## src/rtl/bitser_pe_pkg.sv

```systemverilog
package bitser_pe_pkg;

  typedef enum logic {
    MODE_CONV = 1'b0,
    MODE_FC   = 1'b1
  } pe_mode_e;

  // Signed addition overflows when both operands share a sign the result lacks.
  function automatic logic add_overflows(input logic a_msb, input logic b_msb,
                                         input logic s_msb);
    return (a_msb == b_msb) && (s_msb != a_msb);
  endfunction

endpackage

```

## src/rtl/bitser_wregs.sv

```systemverilog
module bitser_wregs
  import bitser_pe_pkg::*;
#(
  parameter int WW = 16
) (
  input  logic          clk,
  input  logic          rst_n,
  input  pe_mode_e      mode,
  input  logic          ser_en,
  input  logic          ser_bit,
  input  logic          br_load,
  input  logic [WW-1:0] w_data,
  output logic [WW-1:0] br_q
);

  logic [WW-1:0] ar_q;
  logic          ar_shift;
  logic [WW-1:0] br_src;

  assign ar_shift = (mode == MODE_FC) && ser_en;
  assign br_src   = (mode == MODE_FC) ? ar_q : w_data;

  always_ff @(posedge clk or negedge rst_n) begin
    if (!rst_n) begin
      ar_q <= '0;
      br_q <= '0;
    end else begin
      if (ar_shift) ar_q <= {ar_q[WW-2:0], ser_bit};
      if (br_load)  br_q <= br_src;
    end
  end

  AST_BR_REUSE: assert property (@(posedge clk) disable iff (!rst_n)
    !br_load |=> $stable(br_q));
  AST_AR_FROZEN: assert property (@(posedge clk) disable iff (!rst_n)
    (mode == MODE_CONV) |=> $stable(ar_q));

endmodule

```

## src/rtl/bitser_seq.sv

```systemverilog
module bitser_seq #(
  parameter int PMAX = 16,
  parameter int CW   = $clog2(PMAX + 1)
) (
  input  logic          clk,
  input  logic          rst_n,
  input  logic          act_valid,
  input  logic [CW-1:0] prec,
  input  logic          act_signed,
  output logic          first_evt,
  output logic          last_evt,
  output logic          neg_evt
);

  logic [CW-1:0] cnt_q;
  logic [CW-1:0] p_q;
  logic [CW-1:0] p_cur;

  function automatic logic [CW-1:0] eff_prec(input logic [CW-1:0] p);
    if (p == '0 || p > CW'(PMAX)) return CW'(PMAX);
    return p;
  endfunction

  assign first_evt = act_valid && (cnt_q == '0);
  assign p_cur     = first_evt ? eff_prec(prec) : p_q;
  assign last_evt  = act_valid && (cnt_q == p_cur - CW'(1));
  assign neg_evt   = first_evt && act_signed;

  always_ff @(posedge clk or negedge rst_n) begin
    if (!rst_n) begin
      cnt_q <= '0;
      p_q   <= CW'(PMAX);
    end else if (act_valid) begin
      if (first_evt) p_q <= p_cur;
      cnt_q <= last_evt ? '0 : cnt_q + CW'(1);
    end
  end

  AST_CNT_BELOW_P: assert property (@(posedge clk) disable iff (!rst_n)
    (cnt_q != '0) |-> (cnt_q < p_q));
  AST_HOLD_ON_STALL: assert property (@(posedge clk) disable iff (!rst_n)
    !act_valid |=> $stable(cnt_q));

endmodule

```

## src/rtl/bitser_lane.sv

```systemverilog
module bitser_lane
  import bitser_pe_pkg::*;
#(
  parameter int WW    = 16,
  parameter int ACC_W = 2 * WW + 4
) (
  input  logic             clk,
  input  logic             rst_n,
  input  logic             act_valid,
  input  logic             act_bit,
  input  logic             first_evt,
  input  logic             last_evt,
  input  logic             neg_evt,
  input  logic             psum_clr,
  input  logic [WW-1:0]    w,
  output logic [ACC_W-1:0] psum_q
);

  logic signed [ACC_W-1:0] acc_q;
  logic signed [ACC_W-1:0] acc_nxt;
  logic signed [ACC_W-1:0] sum_base;
  logic signed [ACC_W-1:0] sum_nxt;

  // One MSB-first step: double the running value, then add or subtract the gated weight.
  function automatic logic signed [ACC_W-1:0] shift_add(
      input logic signed [ACC_W-1:0] acc, input logic [WW-1:0] wt,
      input logic bit_in, input logic neg);
    logic signed [ACC_W-1:0] term;
    term = bit_in ? ACC_W'($signed(wt)) : '0;
    return (acc <<< 1) + (neg ? -term : term);
  endfunction

  assign acc_nxt  = shift_add(first_evt ? '0 : acc_q, w, act_bit, neg_evt);
  assign sum_base = psum_clr ? '0 : $signed(psum_q);
  assign sum_nxt  = sum_base + acc_nxt;

  always_ff @(posedge clk or negedge rst_n) begin
    if (!rst_n) begin
      acc_q  <= '0;
      psum_q <= '0;
    end else begin
      if (act_valid) acc_q <= acc_nxt;
      if (last_evt)      psum_q <= sum_nxt;
      else if (psum_clr) psum_q <= '0;
    end
  end

  AST_PSUM_ZERO: assert property (@(posedge clk) disable iff (!rst_n)
    (psum_clr && !last_evt) |=> (psum_q == '0));
  AST_NO_OVERFLOW: assert property (@(posedge clk) disable iff (!rst_n)
    last_evt |-> !add_overflows(sum_base[ACC_W-1], acc_nxt[ACC_W-1],
                                sum_nxt[ACC_W-1]));

endmodule

```

## src/rtl/bitser_pe.sv

```systemverilog
module bitser_pe
  import bitser_pe_pkg::*;
#(
  parameter int WW   = 16,
  parameter int PMAX = 16,
  parameter int NACT = 2,
  localparam int ACC_W = 2 * WW + 4,
  localparam int CW    = $clog2(PMAX + 1)
) (
  input  logic                  clk,
  input  logic                  rst_n,
  input  logic                  mode_fc,
  input  logic [CW-1:0]         prec,
  input  logic                  act_signed,
  input  logic [WW-1:0]         w_data,
  input  logic                  br_load,
  input  logic                  ser_en,
  input  logic                  ser_bit,
  input  logic                  act_valid,
  input  logic [NACT-1:0]       act_bits,
  input  logic                  psum_clr,
  output logic [NACT*ACC_W-1:0] psum,
  output logic                  done
);

  pe_mode_e      mode;
  logic [WW-1:0] br_w;
  logic          first_evt;
  logic          last_evt;
  logic          neg_evt;

  assign mode = mode_fc ? MODE_FC : MODE_CONV;

  bitser_wregs #(.WW(WW)) u_wregs (
    .clk(clk), .rst_n(rst_n), .mode(mode), .ser_en(ser_en), .ser_bit(ser_bit),
    .br_load(br_load), .w_data(w_data), .br_q(br_w)
  );

  bitser_seq #(.PMAX(PMAX), .CW(CW)) u_seq (
    .clk(clk), .rst_n(rst_n), .act_valid(act_valid), .prec(prec),
    .act_signed(act_signed), .first_evt(first_evt), .last_evt(last_evt),
    .neg_evt(neg_evt)
  );

  for (genvar i = 0; i < NACT; i++) begin : g_lane
    bitser_lane #(.WW(WW), .ACC_W(ACC_W)) u_lane (
      .clk(clk), .rst_n(rst_n), .act_valid(act_valid), .act_bit(act_bits[i]),
      .first_evt(first_evt), .last_evt(last_evt), .neg_evt(neg_evt),
      .psum_clr(psum_clr), .w(br_w), .psum_q(psum[i*ACC_W +: ACC_W])
    );
  end

  always_ff @(posedge clk or negedge rst_n) begin
    if (!rst_n) done <= 1'b0;
    else        done <= last_evt;
  end

  AST_DONE_FOLLOWS_BITS: assert property (@(posedge clk) disable iff (!rst_n)
    done |-> $past(act_valid));

endmodule

```

## config.mk

```make
export PLATFORM = sky130hd
export DESIGN_NAME = bitser_pe
export DESIGN_NICKNAME = d
export VERILOG_FILES = /design/src/rtl/bitser_pe_pkg.sv /design/src/rtl/bitser_wregs.sv /design/src/rtl/bitser_seq.sv /design/src/rtl/bitser_lane.sv /design/src/rtl/bitser_pe.sv
export SDC_FILE = /design/constraint.sdc
export NUM_CORES = 1
export LEC_CHECK = 0
export BUFFER_PORTS_ARGS = -buffer_cell sky130_fd_sc_hd__buf_2
export CORE_MARGIN = 8
export CORE_UTILIZATION = 47
export CTS_BUF_LIST = sky130_fd_sc_hd__clkbuf_8
export CTS_CLUSTER_SIZE = 20
export DETAILED_ROUTE_END_ITERATION = 8
export PLACE_DENSITY = 0.75
export REMOVE_ABC_BUFFERS = 1
export SYNTH_ARGS = -nofsm -noshare
export SYNTH_HDL_FRONTEND = slang
export SYNTH_SLANG_ARGS = --single-unit
```

## constraint.sdc

```tcl
create_clock -name clk -period 16.6 [get_ports clk]
set_input_delay 1.66 -clock clk [delete_from_list [all_inputs] [get_ports clk]]
set_output_delay 1.66 -clock clk [all_outputs]
set_load 0.02 [all_outputs]
```

==> impl_metrics.py <==
metrics = {
    "logic_synthesis": {
        "netlist_instances": 1805,
        "yosys.area_share.simple": 0.180,
        "async_flop_share": 1.00,
        "seq_area_frac_synth": 0.289,
        "yosys_warnings": 0,
        "syn-cell-area_sq_um": 16000,
        "synth_seq_cells": 185,
        "yosys.area_share.xor_xnor": 0.0785,
        "synth.distinct_cells": 66,
        "synth_compound_area_frac": 0.189,
        "synth_fa_ha_area_frac": 0.121,
        "syn_avg_cell_area_sq_um": 8.88,
        "synth.area.mux_share": 0.114,
        "synthFlopType": "dfrtp_1",
        "synth_edf_count": 0,
        "synth_top_family_by_area": "compound AO/OA/AOI/OAI gates",
    },
    "global_routing": {
        "antenna_found_initial": 1,
        "grt_start_max_net_pins": 112,
        "grt_pass1_wl_um": 65300,
        "overflow": 0,
        "grt_use_total": 0.190,
        "grt_pass1_vias": 13300,
    },
    "status": {
        "outcome": "finished, final reports clean",
    },
    "worst_setup_path": {
        "path_class": "in -> reg",
        "cp-end-kind": "flop",
        "cp-start-kind": "primary input",
        "worst-path-max-fanout": 80,
        "worstPathRequired_ns": 16.98,
        "arrival_ns": 9.81,
    },
    "clock_network": {
        "clk_path_buf_depth": 2,
        "cts_setup_buffers": 0,
        "root_buffer": "clkbuf_8",
        "cts_tree": "yes",
        "cts.sinks": 185,
        "numCtsBuffers": 17,
        "cts_resized": 0,
        "cts_max_level": 4,
        "ctsHoldBuffers": 0,
        "clock_latency_ns": 0.50,
        "clk_pin_slew_ns": 0.12,
    },
    "floorplanning": {
        "fp-row-count": 67,
        "fp.dieW_um": 201,
        "die_y_um": 201,
        "core-area_sq_um": 33500,
        "dieArea_sq_um": 40300,
        "pin_count": 105,
        "start_util": 0.478,
    },
    "cells_and_area": {
        "nets": 2043,
        "postLayoutCellArea_sq_um": 17300,
        "n_fill_cell": 3169,
        "layout-drive-gt1-share": 0.130,
        "finish.utilization": 0.515,
        "areaGrowthSynthToFinish_pct": 7.76,
        "diodes": 0,
        "final_cells": 2320,
    },
    "detailed_routing": {
        "drt_wl_total_um": 38800,
        "ant_nets": 0,
        "firstDrtPassIters": 5,
        "routedWlPerCell_um": 16.7,
        "routed-via-count": 13300,
        "drt-initial-drc-count": 768,
        "route.detailed.drc": 0,
        "vias_per_cell": 5.73,
    },
    "sta": {
        "slew_headroom": 0.311,
        "finalHoldViolations": 0,
        "finalCriticalPeriod_ns": 9.43,
        "rsz0062_at_grt": "no",
        "finalMaxSlewViolations": 0,
        "tightest_slew_ns": 1.03,
        "fin_skew_ns": 0.0192,
        "min_period_over_period": 0.568,
        "timing.hold.ws_ns": 0.503,
        "fin_setup_tns_ns": 0,
        "setup_violations": 0,
        "fmax_ghz": 0.106,
    },
    "power": {
        "p_leak_nw": 8.54,
        "swShare": 0.484,
        "peakVddDrop_mv": 0.0725,
        "clock_power_share": 0.096,
        "p_switching_mw": 1.64,
        "seqPwrFrac": 0.211,
        "p_comb_frac": 0.693,
        "internal-power_mw": 1.75,
        "power.density_nw_per_um2": 197,
    },
    "job": {
        "maxCapViolCount": 0,
    },
    "placement": {
        "port_buffers": 104,
        "place_hpwl_um": 29300,
        "place_congestion": 0.876,
        "dp.cells": 2288,
        "placed_area_sq_um": 16900,
    },
    "hold_path": {
        "hold_class": "reg -> reg",
    },
}
==> sequential cells by signal, indices dropped and copies added, names as in the netlist <==
| name | cells |
|---|---|
| u_wregs.br_q | 16 |
| g_lane.u_lane.psum_q | 72 |
| g_lane.u_lane.acc_q | 70 |
| u_seq.cnt_q | 5 |
| done | 1 |
| u_seq.p_q | 5 |
| u_wregs.ar_q | 16 |
==> worst max-delay path, stage by stage <==
cell,delay [ns]
buf_2,0.08
buf_4,0.77
nand2_1,0.19
nor4_2,0.78
nand2_1,0.66
nor2_1,0.36
xnor2_1,0.21
ha_1,0.28
a21o_1,0.15
a21oi_1,0.20
o21ai_0,0.22
a21oi_1,0.30
a21o_1,0.17
o21bai_1,0.07
a21oi_1,0.17
xnor2_1,0.16
ha_1,0.33
a21oi_1,0.23
and4_1,0.22
o21ai_0,0.08
o21ai_0,0.51
o31ai_1,0.21
o41ai_1,0.75
o31ai_1,0.19
a31o_2,0.29
a21oi_1,0.19
xnor2_1,0.08
mux2_2,0.26
==> synth_stat cells, types with 65 or more instances <==
cell type	n	area [sq um]
a21o_1	75	563
dfrtp_1	184	4600
o21ai_0	97	485
a21oi_1	159	796
clkbuf_1	65	244
nor2_1	115	432
xnor2_1	96	841
nand2_1	121	454
mux2_2	91	1020
nor2b_1	97	607
ha_1	148	1850
and2_1	97	607
==> final cells by class <==
cell class | count | area [sq um] | share of cell area
Multi-Input combinational cell | 1502 | 10900 | 0.633
Sequential cell | 185 | 4630 | 0.268
Timing Repair Buffer | 110 | 574 | 0.0333
Tap cell | 448 | 561 | 0.0325
Clock buffer | 18 | 248 | 0.0143
Inverter | 43 | 161 | 0.00935
Clock inverter | 14 | 153 | 0.00884
==> power groups by stage <==
stage / clock (mW) / combinational, mW / sequential, mW
global placement: 0 / 2.29 / 0.718
global route: 0.350 / 2.61 / 0.742
finish: 0.325 / 2.35 / 0.718
CTS: 0.336 / 2.35 / 0.718
detailed placement: 0 / 2.34 / 0.727
floorplan: 0 / 1.78 / 0.751
==> metrics by stage <==
| step | total power [mW] | setup WS (ns) |
|---|---|---|
| floorplan | 2.53 | 9.30 |
| global placement | 3.01 | 6.98 |
| detailed placement | 3.06 | 6.83 |
| CTS | 3.41 | 7.34 |
| global route | 3.70 | 6.54 |
| finish | 3.40 | 7.17 |
==> kinds of logic after synthesis <==
group / after synthesis
AND/OR/NAND/NOR: 561
AO/OA/AOI/OAI: 482
flip-flops: 185
multiplexers: 165
adder cells (fa/ha/maj): 152
XOR/XNOR: 142
buffers and inverters: 118
==> routing by layer <==
layer	GRT usage	routed length, um	up-vias
li1	-	-	6574
met1	0.243	18000	6438
met2	0.333	19000	242
met3	0.0315	1410	37
met4	0.0434	476	2
met5	0	8	-
==> final timing paths <==
check                           slack [ns]  cells past startpoint                        from                               endpoint
worst min-delay path                  0.50                      2    u_seq.p_q[4]$_DFFE_PN1P_               u_seq.p_q[4]$_DFFE_PN1P_
min in group asynchronous             1.30                      1                       rst_n  g_lane[1].u_lane.psum_q[30]$_DFF_PN0_
max in group asynchronous            13.79                      2                       rst_n   g_lane[0].u_lane.psum_q[3]$_DFF_PN0_
worst min register to register        0.50                      2    u_seq.p_q[4]$_DFFE_PN1P_               u_seq.p_q[4]$_DFFE_PN1P_
worst max register to register        8.63                     28  u_seq.cnt_q[0]$_DFFE_PN0P_  g_lane[0].u_lane.psum_q[33]$_DFF_PN0_
worst max-delay path                  7.17                     28                   act_valid  g_lane[0].u_lane.psum_q[33]$_DFF_PN0_
==> cell usage in the layout, fill, tap and decap left out, drive strengths merged, types with 10 or more instances in the layout <==
cell type    n
dfrtp      184
nor2       115
nand4       17
a31oi       17
o21bai      24
mux2       145
buf        109
xnor2       96
mux2i       20
inv         53
o21ai       98
and3        13
nor3        23
a21oi      159
nand2      121
a21o        75
o31ai       16
o21a        27
clkbuf      19
nor2b       97
ha         148
nand3       37
xor2        45
nand2b      10
and2        97
No activity file was read; power rests on OpenSTA's default activity.
